[config.mk]
export PLATFORM = sky130hd
export DESIGN_NAME = lpm_sequencer
export DESIGN_NICKNAME = d
export VERILOG_FILES = /design/src/rtl/lpm_pkg.sv /design/src/rtl/lpm_rst_qual.sv /design/src/rtl/lpm_mode_fsm.sv /design/src/rtl/lpm_pin_ctrl.sv /design/src/rtl/lpm_sequencer.sv
export SDC_FILE = /design/constraint.sdc
export NUM_CORES = 1
export LEC_CHECK = 0
export BUFFER_PORTS_ARGS = -buffer_cell sky130_fd_sc_hd__buf_2
export CAP_MARGIN = 20
export CELL_PAD_IN_SITES_DETAIL_PLACEMENT = 1
export CELL_PAD_IN_SITES_GLOBAL_PLACEMENT = 1
export CORE_MARGIN = 3
export CORE_UTILIZATION = 34
export DETAILED_ROUTE_END_ITERATION = 6
export PLACE_DENSITY = 0.7
export SKIP_LAST_GASP = 1
export SYNTH_ARGS = -nofsm -noshare
export SYNTH_HDL_FRONTEND = slang
export SYNTH_SLANG_ARGS = --single-unit
[constraint.sdc]
create_clock -name clk_osc -period 1.3 [get_ports clk_osc]
set_clock_uncertainty 0.1 [all_clocks]
set_input_delay 0.325 -clock clk_osc [delete_from_list [all_inputs] [get_ports clk_osc]]
set_output_delay 0.325 -clock clk_osc [all_outputs]
set_load 0.005 [all_outputs]
[src/rtl/lpm_pkg.sv]
package lpm_pkg;
  typedef enum logic [1:0] {
    LPM_RUN     = 2'd0,
    LPM_IDLE    = 2'd1,
    LPM_PD      = 2'd2,
    LPM_RSTWAKE = 2'd3
  } lpm_mode_e;
endpackage

[src/rtl/lpm_rst_qual.sv]
module lpm_rst_qual #(
  parameter int MC_LEN      = 12,
  parameter int MC_QUAL     = 2,
  parameter int SYNC_STAGES = 2
) (
  input  logic clk,
  input  logic por_n,
  input  logic pin_raw_i,
  output logic pin_s_o,
  output logic rst_q_o
);
  localparam int PH_W = (MC_LEN > 1) ? $clog2(MC_LEN) : 1;
  localparam int MH_W = $clog2(MC_QUAL + 1);
  localparam logic [PH_W-1:0] PH_LAST = PH_W'(MC_LEN - 1);
  localparam logic [MH_W-1:0] MH_SAT  = MH_W'(MC_QUAL);
  localparam logic [MH_W-1:0] MH_NEED = MH_W'(MC_QUAL - 1);

  logic [SYNC_STAGES-1:0] sync_q;
  logic [PH_W-1:0]        phase_q;
  logic                   all_hi_q;
  logic [MH_W-1:0]        mc_hi_q;
  logic                   rst_q;
  logic                   pin_s;
  logic                   full;
  logic                   wrap;

  assign pin_s = sync_q[SYNC_STAGES-1];
  assign full  = all_hi_q & pin_s;
  assign wrap  = (phase_q == PH_LAST);

  always_ff @(posedge clk or negedge por_n) begin
    if (!por_n) begin
      sync_q <= '0;
    end else begin
      sync_q[0] <= pin_raw_i;
      for (int i = 1; i < SYNC_STAGES; i++) sync_q[i] <= sync_q[i-1];
    end
  end

  always_ff @(posedge clk or negedge por_n) begin
    if (!por_n) begin
      phase_q  <= '0;
      all_hi_q <= 1'b1;
      mc_hi_q  <= '0;
    end else if (wrap) begin
      phase_q  <= '0;
      all_hi_q <= 1'b1;
      if (!full)                mc_hi_q <= '0;
      else if (mc_hi_q != MH_SAT) mc_hi_q <= mc_hi_q + 1'b1;
    end else begin
      phase_q  <= phase_q + 1'b1;
      all_hi_q <= full;
    end
  end

  always_ff @(posedge clk or negedge por_n) begin
    if (!por_n)                                  rst_q <= 1'b0;
    else if (!pin_s)                             rst_q <= 1'b0;
    else if (wrap && full && mc_hi_q >= MH_NEED) rst_q <= 1'b1;
  end

  assign pin_s_o = pin_s;
  assign rst_q_o = rst_q;

  // reset may only appear on the last clock of a machine cycle
  a_r1_rise_on_boundary: assert property (@(posedge clk) disable iff (!por_n)
    (!rst_q && !wrap) |=> !rst_q);
  // reset releases as soon as the synchronized pin is low
  a_r1_release: assert property (@(posedge clk) disable iff (!por_n)
    !pin_s |=> !rst_q);
endmodule

[src/rtl/lpm_mode_fsm.sv]
module lpm_mode_fsm
  import lpm_pkg::*;
(
  input  logic      clk,
  input  logic      por_n,
  input  logic      rst_q_i,
  input  logic      pin_s_i,
  input  logic      req_idle_i,
  input  logic      req_pd_i,
  input  logic      irq_i,
  output lpm_mode_e state_o
);
  lpm_mode_e state_q, state_d;

  always_comb begin
    state_d = state_q;
    if (rst_q_i) begin
      state_d = LPM_RUN;
    end else begin
      unique case (state_q)
        LPM_RUN: begin
          if (req_pd_i)        state_d = LPM_PD;
          else if (req_idle_i) state_d = LPM_IDLE;
        end
        LPM_IDLE: begin
          if (irq_i)        state_d = LPM_RUN;
          else if (pin_s_i) state_d = LPM_RSTWAKE;
        end
        LPM_PD:      state_d = LPM_PD;
        LPM_RSTWAKE: if (!pin_s_i) state_d = LPM_RUN;
        default:     state_d = LPM_RUN;
      endcase
    end
  end

  always_ff @(posedge clk or negedge por_n) begin
    if (!por_n) state_q <= LPM_RUN;
    else        state_q <= state_d;
  end

  assign state_o = state_q;

  // an interrupt ends idle
  a_r4_idle_irq_exit: assert property (@(posedge clk) disable iff (!por_n)
    (state_q == LPM_IDLE && irq_i && !rst_q_i) |=> state_q == LPM_RUN);
  // power-down is held until a qualified reset
  a_r6_pd_hold: assert property (@(posedge clk) disable iff (!por_n)
    (state_q == LPM_PD && !rst_q_i) |=> state_q == LPM_PD);
  // power-down wins over idle
  a_r7_pd_priority: assert property (@(posedge clk) disable iff (!por_n)
    (state_q == LPM_RUN && req_pd_i && !rst_q_i) |=> state_q == LPM_PD);
  // a qualified reset forces run
  a_r11_reset_to_run: assert property (@(posedge clk) disable iff (!por_n)
    rst_q_i |=> state_q == LPM_RUN);
endmodule

[src/rtl/lpm_pin_ctrl.sv]
module lpm_pin_ctrl
  import lpm_pkg::*;
(
  input  lpm_mode_e state_i,
  input  logic      pin_s_i,
  input  logic      ext_exec_i,
  input  logic      ale_core_i,
  input  logic      psen_core_i,
  output logic      cpu_clk_en_o,
  output logic      per_clk_en_o,
  output logic      osc_en_o,
  output logic      ram_wr_block_o,
  output logic      ale_o,
  output logic      psen_o,
  output logic      p0_float_o,
  output logic      p2_addr_hold_o
);
  logic low_pwr;

  assign low_pwr = (state_i == LPM_IDLE) || (state_i == LPM_PD);

  always_comb begin
    cpu_clk_en_o   = 1'b1;
    per_clk_en_o   = 1'b1;
    osc_en_o       = 1'b1;
    ram_wr_block_o = 1'b0;
    ale_o          = ale_core_i;
    psen_o         = psen_core_i;
    unique case (state_i)
      LPM_IDLE: begin
        cpu_clk_en_o = 1'b0;
        ale_o        = 1'b1;
        psen_o       = 1'b1;
      end
      LPM_PD: begin
        cpu_clk_en_o = 1'b0;
        per_clk_en_o = 1'b0;
        osc_en_o     = pin_s_i;
        ale_o        = 1'b0;
        psen_o       = 1'b0;
      end
      LPM_RSTWAKE: ram_wr_block_o = 1'b1;
      default: ;
    endcase
  end

  assign p0_float_o     = low_pwr & ext_exec_i;
  assign p2_addr_hold_o = (state_i == LPM_IDLE) & ext_exec_i;
endmodule

[src/rtl/lpm_sequencer.sv]
module lpm_sequencer
  import lpm_pkg::*;
#(
  parameter int MC_LEN      = 12,
  parameter int MC_QUAL     = 2,
  parameter int SYNC_STAGES = 2
) (
  input  logic       clk_osc,
  input  logic       por_n,
  input  logic       rst_pin_i,
  input  logic       req_idle_i,
  input  logic       req_pd_i,
  input  logic       irq_pend_i,
  input  logic       ext_exec_i,
  input  logic       ale_core_i,
  input  logic       psen_core_i,
  output logic [1:0] mode_o,
  output logic       cpu_clk_en_o,
  output logic       per_clk_en_o,
  output logic       osc_en_o,
  output logic       core_rst_o,
  output logic       ram_wr_block_o,
  output logic       ale_o,
  output logic       psen_o,
  output logic       p0_float_o,
  output logic       p2_addr_hold_o
);
  logic      pin_s;
  logic      rst_q;
  lpm_mode_e state;

  lpm_rst_qual #(
    .MC_LEN(MC_LEN), .MC_QUAL(MC_QUAL), .SYNC_STAGES(SYNC_STAGES)
  ) u_qual (
    .clk(clk_osc), .por_n(por_n), .pin_raw_i(rst_pin_i),
    .pin_s_o(pin_s), .rst_q_o(rst_q)
  );

  lpm_mode_fsm u_fsm (
    .clk(clk_osc), .por_n(por_n), .rst_q_i(rst_q), .pin_s_i(pin_s),
    .req_idle_i(req_idle_i), .req_pd_i(req_pd_i), .irq_i(irq_pend_i),
    .state_o(state)
  );

  lpm_pin_ctrl u_pins (
    .state_i(state), .pin_s_i(pin_s), .ext_exec_i(ext_exec_i),
    .ale_core_i(ale_core_i), .psen_core_i(psen_core_i),
    .cpu_clk_en_o(cpu_clk_en_o), .per_clk_en_o(per_clk_en_o),
    .osc_en_o(osc_en_o), .ram_wr_block_o(ram_wr_block_o),
    .ale_o(ale_o), .psen_o(psen_o),
    .p0_float_o(p0_float_o), .p2_addr_hold_o(p2_addr_hold_o)
  );

  assign mode_o     = state;
  assign core_rst_o = rst_q;

  // the RAM write block never outlives an accepted reset
  a_r8_block_ends_on_reset: assert property (@(posedge clk_osc) disable iff (!por_n)
    core_rst_o |=> !ram_wr_block_o);
  // once in power-down without reset, the CPU clock stays off
  a_r5_pd_cpu_off: assert property (@(posedge clk_osc) disable iff (!por_n)
    (mode_o == 2'd2 && !core_rst_o) |=> !cpu_clk_en_o);
endmodule

==> summary.md <==
| Metric | Value |
|---|---|
| Status | `finished with violations` |
| Failing checks | `negative setup slack` |
| Final hold violation count | `0` |
| Final Cycle Share | `134%` |
| CTS root buf | `clkbuf_4` |
| Routed Antenna Nets | `0` |
| Placed Cells | `119` |
| Num ports | `20` |
| Largest driver fanout on the critical path | `5` |
| Worst path arrival time | `1.32 ns` |
| Area grow syn2layout | `67.2%` |
| Synth cell types | `24` |
| Critical-path top delay cell | `dfrtp_1` |
| Fmax achieved | `between 500 and 600 MHz` |
| WP data required | `0.88 ns` |
| Worst min path class | `in2reg` |
| Fin nets | `between 100 and 150` |
| 1st-iter DRT viols | `3` |
| Most frequent cells in the layout | `buf_2, buf_4, dfrtp_1, ha_4, buf_6` |
| Total track usage | `17.2%` |
| CTS Buffer Depth | `2` |
| Skew-Pair Late Insertion Delay | `0.27 ns` |
| Fin cells | `133` |
| Initial antenna violation count | `0` |
| H-tree levels | `1` |
| Die area | `approximately 2700 sq um` |
| Post-synthesis sequential element count | `12` |
| Crit-path max cell delay | `0.42 ns` |
| FFs w/ async S/R, synth | `between 90% and 100%` |
| Total routed wirelength | `2100 um` |
| Placed cell area | `953 sq um` |
| Gr ovfl total | `0` |
| TritonCTS clock tree | `built` |
| DR pass1 iterations | `4` |
| Clk sink count | `12` |
| Final worst slack | `-0.446 ns` |
| Post-synth EDFFs | `0` |
| Ant. Diodes | `0` |
| Total number of vias | `626` |
| Vias in the first global route | `between 600 and 700` |
| Routed vias/inst | `around 4.7` |
| Synthesized area | `706 sq um` |
| GP Congestion | `~0.77` |
| Worst Max-Slew Pin Slew | `0.398 ns` |
| Fin. max-slew vios | `0` |
| # setup viols final | `14` |
| Unrepaired setup endpoints after global routing | `yes` |
| Row Count | `15` |
| Core ar. | `1840 sq um` |
| Max_slew headroom | `between 70% and 80%` |
| Initial Util | `about two fifths` |
| Final HPWL DP | `around 1400 um` |
| Crit. End Element | `primary output` |
| Drt drc | `0` |
| Max-Cap Viols | `0` |
| Wirelength per Cell | `between 15 and 20 um` |
| Die width | `51.6 um` |
| CP Launch Type | `flip-flop` |
| Clk slew on worst S/H paths | `0.08 ns` |
| Synth warnings | `0` |
| Buffers added on ports | `19` |
| Seq/Total Area, Yosys | `42.7%` |
| Synth Flop Type | `dfrtp_1` |
| Layout cells sized above 1 | `61.1%` |
| Cell chain of the critical path | `inv_2 > ha_4 > and2_1 > buf_2` |
| Setup WS pre-CTS | `-0.230 ns` |
| Setup TNS Final | `-4.24 ns` |
| Pwr Density | `612 nW/um^2` |
| Top post-synthesis cells by area | `dfrtp_1, ha_1, nor3b_1` |
| Post-synth top area share | `39.0%` |
| Maximum VDD drop | `0.000656 V` |
| CTS buffer count | `3` |
| CP delay by family, top | `flip-flops` |
| Crit path buffers/inverters | `2` |
| First-pass GRT wire length | `~3200 um` |
| Syn avg cell area | `approximately 11 sq um` |
| Die H | `51.6 um` |
| Synthesized net count | `82` |
| Critical path class | `reg2out` |
| Design area | `approximately 1200 sq um` |
| Most common cell after layout, fill and taps aside | `buf_2` |
| Final Critical Period | `about 1.7 ns` |
| Largest net degree at the start of global routing | `13` |
| Post-synthesis cell count | `64` |
| Post-synth top area cell | `dfrtp_1` |
| Leakage | `0.635 nW` |
## layout make-up
| type | instances | area (sq um) |
|---|---|---|
| Fill cell | 198 | 659 |
| Clock buffer | 4 | 36.3 |
| Sequential cell | 12 | 304 |
| Timing Repair Buffer | 40 | 283 |
| Inverter | 8 | 32.5 |
| Tap cell | 25 | 31.3 |
| Multi-Input combinational cell | 44 | 493 |
## timing repair
item,CTS,global route
resized for setup,11,14
pin swaps,5,7
gates cloned,0,0
hold buffers,1,0
setup buffers,6,5
endpoints found under the setup margin,15,14
endpoints found under the hold margin,11,0
## sequential cells by signal, summed over array words and instances (netlist names)
| register | flops |
|---|---|
| u_qual.sync_q | 2 |
| u_qual.all_hi_q | 1 |
| u_qual.rst_q_o | 1 |
| u_qual.mc_hi_q | 2 |
| u_fsm.state_o | 2 |
| u_qual.phase_q | 4 |
## path summary, 6_finish.rpt
path | slack, ns | depth (start not counted) | endpoint | from
setup / recovery | -0.45 | 4 | p0_float_o | u_fsm.state_o[1]
hold / removal | 0.05 | 1 | u_qual.sync_q[0] | rst_pin_i
setup reg to reg | -0.25 | 6 | u_fsm.state_o[1] | u_fsm.state_o[1]
hold reg to reg | 0.26 | 0 | u_qual.sync_q[1] | u_qual.sync_q[0]
max in group asynchronous | 0.48 | 2 | u_qual.all_hi_q | por_n
min in group asynchronous | 0.35 | 2 | u_qual.phase_q[3] | por_n
## power breakdown
part | internal [mW] | switching, mW | total, mW
sequential | 0.379 | 0.00682 | 0.386
combinational | 0.0166 | 0.0197 | 0.0363
clock | 0.170 | 0.130 | 0.300
total | 0.566 | 0.156 | 0.723
## stage by stage
step	power [mW]	util [%]	hold WS [ns]
2_1_floorplan	0.396	-	-0.0706
3_3_place_gp	0.420	51.8	0.113
3_5_place_dp	0.422	51.8	0.117
4_1_cts	0.725	59.9	0.0554
5_1_grt	0.759	64.1	0.0363
6_report	0.723	64.1	0.0549
## synthesized netlist by cell type (2+ instances only)
cell type and count:
nand2b_1 4, ha_1 9, dfrtp_1 11, nand2_1 4, inv_1 8, nor3b_1 5, o21ai_0 2, mux2i_1 2
nor2_1 2, nor2b_1 2, and2_1 2
## metal layers
metal  vias up  global-route usage [%]  part of all wire, %
li1        299                       -                    -
met1       312                    18.8                   40
met2        11                    31.6                   56
met4         0                    5.24                  1.1
met3         4                    5.16                  2.4
met5         -                       0                    0
## cells by family after synthesis
group / after synthesis / share of synthesized area, %
DFF: 12 / 42.7
and+or+nand+nor: 21 / 19.1
buffers and inverters: 8 / 4.26
xor gates and xnor gates: 1 / 1.24
AOI/OAI and AO/OA: 9 / 10.1
adders and majority gates: 9 / 16.0
muxes: 4 / 6.56
Power figures use the tool's default switching activity.
